==> config.mk <==
export PLATFORM = sky130hd
export DESIGN_NAME = gpq_port
export DESIGN_NICKNAME = d
export VERILOG_FILES = /design/src/rtl/gpq_pkg.sv /design/src/rtl/gpq_glitch_filter.sv /design/src/rtl/gpq_pin_driver.sv /design/src/rtl/gpq_port.sv
export SDC_FILE = /design/constraint.sdc
export NUM_CORES = 1
export LEC_CHECK = 0
export CORE_ASPECT_RATIO = 0.6
export CORE_MARGIN = 5
export CORE_UTILIZATION = 37
export CTS_CLUSTER_DIAMETER = 100
export DETAILED_ROUTE_END_ITERATION = 8
export PLACE_DENSITY = 0.73
export SLEW_MARGIN = 15
export SYNTH_ARGS = -nofsm -noshare
export SYNTH_HDL_FRONTEND = slang
export SYNTH_SLANG_ARGS = --single-unit
==> constraint.sdc <==
create_clock -name clk -period 1.8 [get_ports clk]
set_clock_uncertainty 0.15 [all_clocks]
set_input_delay 0.36 -clock clk [delete_from_list [all_inputs] [get_ports clk]]
set_output_delay 0.36 -clock clk [all_outputs]
set_load 0.02 [all_outputs]
==> src/rtl/gpq_pkg.sv <==
package gpq_pkg;

    typedef enum logic [1:0] {
        PM_QUASI     = 2'b00,
        PM_PUSHPULL  = 2'b01,
        PM_INPUT     = 2'b10,
        PM_OPENDRAIN = 2'b11
    } pin_mode_e;

    typedef enum logic {
        BS_IDLE  = 1'b0,
        BS_BURST = 1'b1
    } burst_state_e;

    typedef struct packed {
        logic pull_down;
        logic pu_strong;
        logic pu_weak;
        logic pu_vweak;
    } pad_ctl_t;

    localparam logic [7:0] CMD_PORT_WRITE  = 8'hF4;
    localparam logic [7:0] CMD_PORT_SAMPLE = 8'hF5;
    localparam logic [7:0] CMD_FUNC_SELECT = 8'hF6;
    localparam logic [7:0] CMD_PIN_TYPE    = 8'hF7;

endpackage

==> src/rtl/gpq_glitch_filter.sv <==
module gpq_glitch_filter #(
    parameter int FILT_CYCLES = 1
) (
    input  logic clk,
    input  logic rst_n,
    input  logic raw,
    output logic level
);
    localparam int CW = (FILT_CYCLES > 1) ? $clog2(FILT_CYCLES) : 1;

    logic          samp_q;
    logic [CW-1:0] cnt_q;

    always_ff @(posedge clk or negedge rst_n) begin
        if (!rst_n) begin
            samp_q <= 1'b0;
            level  <= 1'b0;
            cnt_q  <= '0;
        end else begin
            samp_q <= raw;
            if (raw != level && raw == samp_q) begin
                if (cnt_q == CW'(FILT_CYCLES - 1)) begin
                    level <= raw;
                    cnt_q <= '0;
                end else begin
                    cnt_q <= cnt_q + 1'b1;
                end
            end else begin
                cnt_q <= '0;
            end
        end
    end

    AST_FILTER_SOURCE: assert property (@(posedge clk) disable iff (!rst_n)
        !$stable(level) |-> (level == $past(raw) && level == $past(raw, 2)));

endmodule

==> src/rtl/gpq_pin_driver.sv <==
module gpq_pin_driver
    import gpq_pkg::*;
#(
    parameter int STRONG_CYCLES = 2
) (
    input  logic      clk,
    input  logic      rst_n,
    input  logic      gpio_sel,
    input  pin_mode_e mode,
    input  logic      latch_q,
    input  logic      latch_d,
    input  logic      latch_wr,
    input  logic      sense,
    input  logic      cs_level,
    output pad_ctl_t  ctl
);
    localparam int SW = (STRONG_CYCLES > 1) ? $clog2(STRONG_CYCLES) : 1;

    burst_state_e  st_q, st_d;
    logic [SW-1:0] cnt_q, cnt_d;
    logic          start;

    assign start = latch_wr && gpio_sel && (mode == PM_QUASI) && !latch_q && latch_d;

    always_ff @(posedge clk or negedge rst_n) begin
        if (!rst_n) begin
            st_q  <= BS_IDLE;
            cnt_q <= '0;
        end else begin
            st_q  <= st_d;
            cnt_q <= cnt_d;
        end
    end

    always_comb begin
        st_d  = st_q;
        cnt_d = cnt_q;
        unique case (st_q)
            BS_IDLE: begin
                if (start) begin
                    st_d  = BS_BURST;
                    cnt_d = '0;
                end
            end
            BS_BURST: begin
                if (latch_wr && !latch_d) begin
                    st_d = BS_IDLE;
                end else if (cnt_q == SW'(STRONG_CYCLES - 1)) begin
                    st_d = BS_IDLE;
                end else begin
                    cnt_d = cnt_q + 1'b1;
                end
            end
            default: st_d = BS_IDLE;
        endcase
    end

    always_comb begin
        ctl = '0;
        if (!gpio_sel) begin
            ctl.pull_down = !cs_level;
            ctl.pu_strong = cs_level;
        end else begin
            unique case (mode)
                PM_QUASI: begin
                    ctl.pull_down = !latch_q;
                    ctl.pu_vweak  = latch_q;
                    ctl.pu_weak   = latch_q && sense;
                    ctl.pu_strong = latch_q && (st_q == BS_BURST);
                end
                PM_PUSHPULL: begin
                    ctl.pull_down = !latch_q;
                    ctl.pu_strong = latch_q;
                end
                PM_INPUT: begin
                    ctl = '0;
                end
                PM_OPENDRAIN: begin
                    ctl.pull_down = !latch_q;
                end
            endcase
        end
    end

    AST_NO_FIGHT: assert property (@(posedge clk) disable iff (!rst_n)
        ctl.pull_down |-> !(ctl.pu_strong || ctl.pu_weak || ctl.pu_vweak));
    AST_WEAK_NEEDS_HIGH: assert property (@(posedge clk) disable iff (!rst_n)
        ctl.pu_weak |-> (sense && latch_q && ctl.pu_vweak));
    AST_BURST_FROM_RISE: assert property (@(posedge clk) disable iff (!rst_n)
        $rose(st_q == BS_BURST) |-> ($past(latch_wr) && latch_q && !$past(latch_q)));
    AST_OD_NO_PULLUP: assert property (@(posedge clk) disable iff (!rst_n)
        (gpio_sel && mode == PM_OPENDRAIN) |-> !(ctl.pu_strong || ctl.pu_weak || ctl.pu_vweak));
    AST_INPUT_QUIET: assert property (@(posedge clk) disable iff (!rst_n)
        (gpio_sel && mode == PM_INPUT) |-> (ctl == '0));

endmodule

==> src/rtl/gpq_port.sv <==
module gpq_port
    import gpq_pkg::*;
#(
    parameter int PINS          = 4,
    parameter int FILT_CYCLES   = 1,
    parameter int STRONG_CYCLES = 2,
    parameter int BYTE_W        = 8
) (
    input  logic              clk,
    input  logic              rst_n,
    input  logic              cmd_valid,
    input  logic [BYTE_W-1:0] cmd_code,
    input  logic [BYTE_W-1:0] cmd_data,
    input  logic [PINS-1:0]   cs_level,
    input  logic [PINS-1:0]   pad_in,
    output logic [PINS-1:0]   pad_pd,
    output logic [PINS-1:0]   pad_pu_strong,
    output logic [PINS-1:0]   pad_pu_weak,
    output logic [PINS-1:0]   pad_pu_vweak,
    output logic              smp_valid,
    output logic [BYTE_W-1:0] smp_byte
);
    localparam int TYPE_W = 2;
    localparam int CFG_W  = TYPE_W * PINS;

    logic [PINS-1:0]  sel_q;
    logic [PINS-1:0]  latch_q;
    logic [CFG_W-1:0] type_q;
    logic [PINS-1:0]  filt_lvl;
    logic             latch_wr;
    logic [PINS-1:0]  latch_d;
    pad_ctl_t         drv_ctl [PINS];

    assign latch_wr = cmd_valid && (cmd_code == CMD_PORT_WRITE);
    assign latch_d  = cmd_data[PINS-1:0];

    always_ff @(posedge clk or negedge rst_n) begin
        if (!rst_n) begin
            sel_q     <= '0;
            latch_q   <= '0;
            type_q    <= '0;
            smp_valid <= 1'b0;
            smp_byte  <= '0;
        end else begin
            smp_valid <= 1'b0;
            if (cmd_valid) begin
                case (cmd_code)
                    CMD_PORT_WRITE:  latch_q <= latch_d;
                    CMD_FUNC_SELECT: sel_q   <= cmd_data[PINS-1:0];
                    CMD_PIN_TYPE:    type_q  <= cmd_data[CFG_W-1:0];
                    CMD_PORT_SAMPLE: begin
                        smp_valid <= 1'b1;
                        smp_byte  <= BYTE_W'(filt_lvl & sel_q);
                    end
                    default: ;
                endcase
            end
        end
    end

    for (genvar i = 0; i < PINS; i++) begin : g_pin
        gpq_glitch_filter #(
            .FILT_CYCLES (FILT_CYCLES)
        ) u_filt (
            .clk   (clk),
            .rst_n (rst_n),
            .raw   (pad_in[i]),
            .level (filt_lvl[i])
        );

        gpq_pin_driver #(
            .STRONG_CYCLES (STRONG_CYCLES)
        ) u_drv (
            .clk      (clk),
            .rst_n    (rst_n),
            .gpio_sel (sel_q[i]),
            .mode     (pin_mode_e'(type_q[TYPE_W*i +: TYPE_W])),
            .latch_q  (latch_q[i]),
            .latch_d  (latch_d[i]),
            .latch_wr (latch_wr),
            .sense    (filt_lvl[i]),
            .cs_level (cs_level[i]),
            .ctl      (drv_ctl[i])
        );

        assign pad_pd[i]        = drv_ctl[i].pull_down;
        assign pad_pu_strong[i] = drv_ctl[i].pu_strong;
        assign pad_pu_weak[i]   = drv_ctl[i].pu_weak;
        assign pad_pu_vweak[i]  = drv_ctl[i].pu_vweak;
    end

    AST_SAMPLE_AFTER_CMD: assert property (@(posedge clk) disable iff (!rst_n)
        smp_valid |-> $past(cmd_valid && cmd_code == CMD_PORT_SAMPLE));
    AST_SAMPLE_MASKED: assert property (@(posedge clk) disable iff (!rst_n)
        smp_valid |-> ((smp_byte & ~BYTE_W'(sel_q)) == '0));
    AST_LATCH_BY_WRITE: assert property (@(posedge clk) disable iff (!rst_n)
        !$stable(latch_q) |-> $past(latch_wr));
    AST_SEL_BY_CMD: assert property (@(posedge clk) disable iff (!rst_n)
        !$stable(sel_q) |-> $past(cmd_valid && cmd_code == CMD_FUNC_SELECT));

endmodule

==> flow_metrics.py <==
metrics = {
    "critical_path": {
        "path_max_fanout": 3,
        "critPathKind": "reg2out",
        "worstPathRequired_ns": 1.29,
        "end_kind": "output port",
        "ff2ff_path_depth": 4,
        "crit_arrival_ns": 1.32,
        "start_kind": "flip-flop",
    },
    "power_and_ir_drop": {
        "swShare_pct": 24.5,
        "switching_power_w": 0.000432,
        "pwr-share-seq_pct": 50.4,
        "cellInternalPower_w": 0.00133,
        "pwr-share-clk_pct": 33.0,
        "p_leak_nw": 1.42,
        "power_frac_comb_pct": 16.6,
        "ir_drop_mv": 0.316,
        "pwr_density_cell_nw_per_um2": 602,
    },
    "job": {
        "drv_cap": 0,
    },
    "placement": {
        "port_buffers": 47,
        "dp_hpwl_um": 3670,
        "post-place-cells": 315,
        "globalplace.congestion": 0.800,
        "dpl_worst_slack_ns": -0.368,
    },
    "finish": {
        "nets": 290,
        "syn_to_final_growth_pct": 58.9,
        "finalNonFillerCells": 326,
        "layout_common_cells": "buf_4 (52), dfrtp_1 (37), clkdlybuf4s50_1 (24), mux2_2 (13), buf_6 (11)",
        "final_common_cell": "buf_4",
        "num_antenna_cells": 0,
        "fillers": 388,
        "multiInputGateArea_um2": 910,
        "drive_above_1_share_pct": 42.2,
        "seq_area_um2": 926,
    },
    "grt": {
        "grt_pass1_vias": 1603,
        "overflow": 0,
        "grt_max_degree": 38,
        "track_usage_pct": 15.2,
        "antenna_found_initial": 0,
        "grt_pass1_wl_um": 7840,
    },
    "cts": {
        "htreeDepth": 2,
        "root_buffer": "clkbuf_8",
        "clockBufferDepth": 2,
        "cts_sinks": 37,
        "cts_tree": "done",
        "cts_buffers": 5,
        "clock_latency_ns": 0.28,
        "clk_pin_slew_ns": 0.07,
    },
    "run_status": {
        "violations": "setup timing",
        "status": "complete, but fails checks",
    },
    "synthesis": {
        "ys_warn_count": 0,
        "yosysUniqueCellTypes": 41,
        "synth_area_per_cell_um2": 11.2,
        "ys_seq_area_share_pct": 50.3,
        "yosysTopAreaCellShare_pct": 50.3,
        "synth_cells": 164,
        "yosys-top-cells-area": "dfrtp_1 (50%), mux2_2 (9.8%), o21ai_0 (3.0%)",
        "yosysTopAreaCell": "dfrtp_1",
        "ys_ff_latch": 37,
        "syn_area_um2": 1840,
    },
    "drt": {
        "antenna_left": 0,
        "vias": 1660,
        "drt_iter0_drc": 39,
        "drc": 0,
        "via_per_inst": 5.09,
        "routedWlPerCell_um": 15.0,
        "wl_um": 4900,
        "drtPass1Iterations": 4,
    },
    "floorplan": {
        "rows": 19,
        "die_y_um": 64.6,
        "coreArea_um2": 4680,
        "start_util_pct": 39.3,
        "die_w_um": 101,
        "fp.dieArea_um2": 6530,
        "top_level_ports": 52,
    },
    "timing": {
        "finalCritPeriodShare_pct": 101,
        "final_max_slew_viol_count": 0,
        "max_freq_ghz": 0.548,
        "finalCriticalPeriod_ns": 1.83,
        "finalSetupViolCount": 3,
        "rsz0062_at_grt": "yes",
        "hold_viol": 0,
        "fin_ws_ns": -0.0257,
    },
    "hold_path": {
        "min_path_type": "in2async",
    },
}
power by group through the flow:
| stage | sequential (W) | clock (W) | combinational (W) |
|---|---|---|---|
| 6_report | 0.000888 | 0.000581 | 0.000292 |
| 4_1_cts | 0.000887 | 0.000597 | 0.000277 |
| 3_5_place_dp | 0.000901 | 0 | 0.000276 |
| 3_3_place_gp | 0.000899 | 0 | 0.000272 |
| 2_1_floorplan | 0.000900 | 0 | 0.000101 |
| 5_1_grt | 0.000892 | 0.000628 | 0.000316 |
flip-flops by register name, indices dropped and copies added (netlist names):
name and cells:
g_pin.u_filt.samp_q 4, latch_q 4, smp_valid 1, g_pin.u_filt.level 4, sel_q 4, g_pin.u_drv.st_q 4, type_q 8, g_pin.u_drv.cnt_q 4
smp_byte 4
what timing repair did:
action                                  CTS  global route
endpoints found under the setup margin   20            30
gates resized for setup                  92            42
buffers inserted                          1             3
gates cloned                              0             0
hold buffers                              0             0
pin swaps                                 5             9
endpoints found under the hold margin     0             0
metrics by stage:
stage / hold WS (ns) / total power [W] / util [%] / TNS, ns / instance area [um2]
floorplan: -0.0856 / 0.00100 / - / 0 / 1850
detailed placement: 0.302 / 0.00118 / 57.7 / -11.11 / 2700
finish: 0.302 / 0.00176 / 62.4 / -0.0299 / 2920
global route: 0.316 / 0.00184 / 62.4 / -0.655 / 2920
global placement: 0.280 / 0.00117 / 57.7 / -10.01 / 2700
CTS: 0.309 / 0.00176 / 59.4 / -0.0531 / 2780
layout make-up:
class                      count  area share, %
multi-input combinational    109           31.1
clock buffer                   7           2.95
timing repair buffer          97           29.8
tap                           63           2.70
sequential                    37           31.7
inverter                      13           1.75
cell families (layout without fill, tap and decap cells):
family,Yosys count,after routing,share of synthesized area [%]
multiplexers,17,17,10.3
flip-flops,37,37,50.3
other,1,4,0.204
adder cells (fa/ha/maj),4,4,2.18
AND/OR/NAND/NOR,49,49,18.8
buffers and inverters,21,117,5.85
AO/OA/AOI/OAI,35,35,12.4
cell usage after synthesis, drive strengths merged:
library cell / number
a21oi: 1
a22oi: 1
a31oi: 3
and2: 4
and3: 3
and3b: 2
and4: 2
and4bb: 1
buf: 8
conb: 1
dfrtp: 37
inv: 13
maj3: 4
mux2: 16
mux2i: 1
nand2: 5
nand2b: 3
nand3: 2
nand3b: 1
nand4: 5
nand4bb: 1
nor2: 3
nor2b: 2
nor3: 5
nor3b: 5
nor4: 3
nor4b: 1
o2111ai: 2
o211ai: 4
o21a: 4
o21ai: 11
o22ai: 4
o31ai: 4
o41ai: 1
or4: 1
final timing paths:
path,from,end,slack [ns]
max in group asynchronous,rst_n,type_q[1]$_DFFE_PN0P_,1.00
min reg2reg,g_pin[1].u_drv.cnt_q$_DFFE_PN0P_,g_pin[1].u_drv.st_q$_DFF_PN0_,0.31
min,rst_n,type_q[4]$_DFFE_PN0P_,0.30
max,type_q[3]$_DFFE_PN0P_,pad_pu_weak[1],-0.03
max reg2reg,type_q[2]$_DFFE_PN0P_,g_pin[1].u_drv.cnt_q$_DFFE_PN0P_,0.05
min in group clk,g_pin[1].u_drv.cnt_q$_DFFE_PN0P_,g_pin[1].u_drv.st_q$_DFF_PN0_,0.31
per-layer routing:
| metal | track usage [%] | vias to the layer above | wire length, um |
|---|---|---|---|
| met5 | 0 | - | 0 |
| met4 | 2.49 | 0 | 16 |
| met3 | 5.04 | 2 | 400 |
| met2 | 21.7 | 51 | 2120 |
| met1 | 22.8 | 805 | 2370 |
| li1 | - | 802 | - |
critical path, stage by stage (launching register included):
cell	delay, ns
dfrtp_1	0.40
nor2b_2	0.16
and3b_1	0.22
and2_4	0.15
buf_6	0.10
Note: power is estimated with default switching activity, not from simulation.
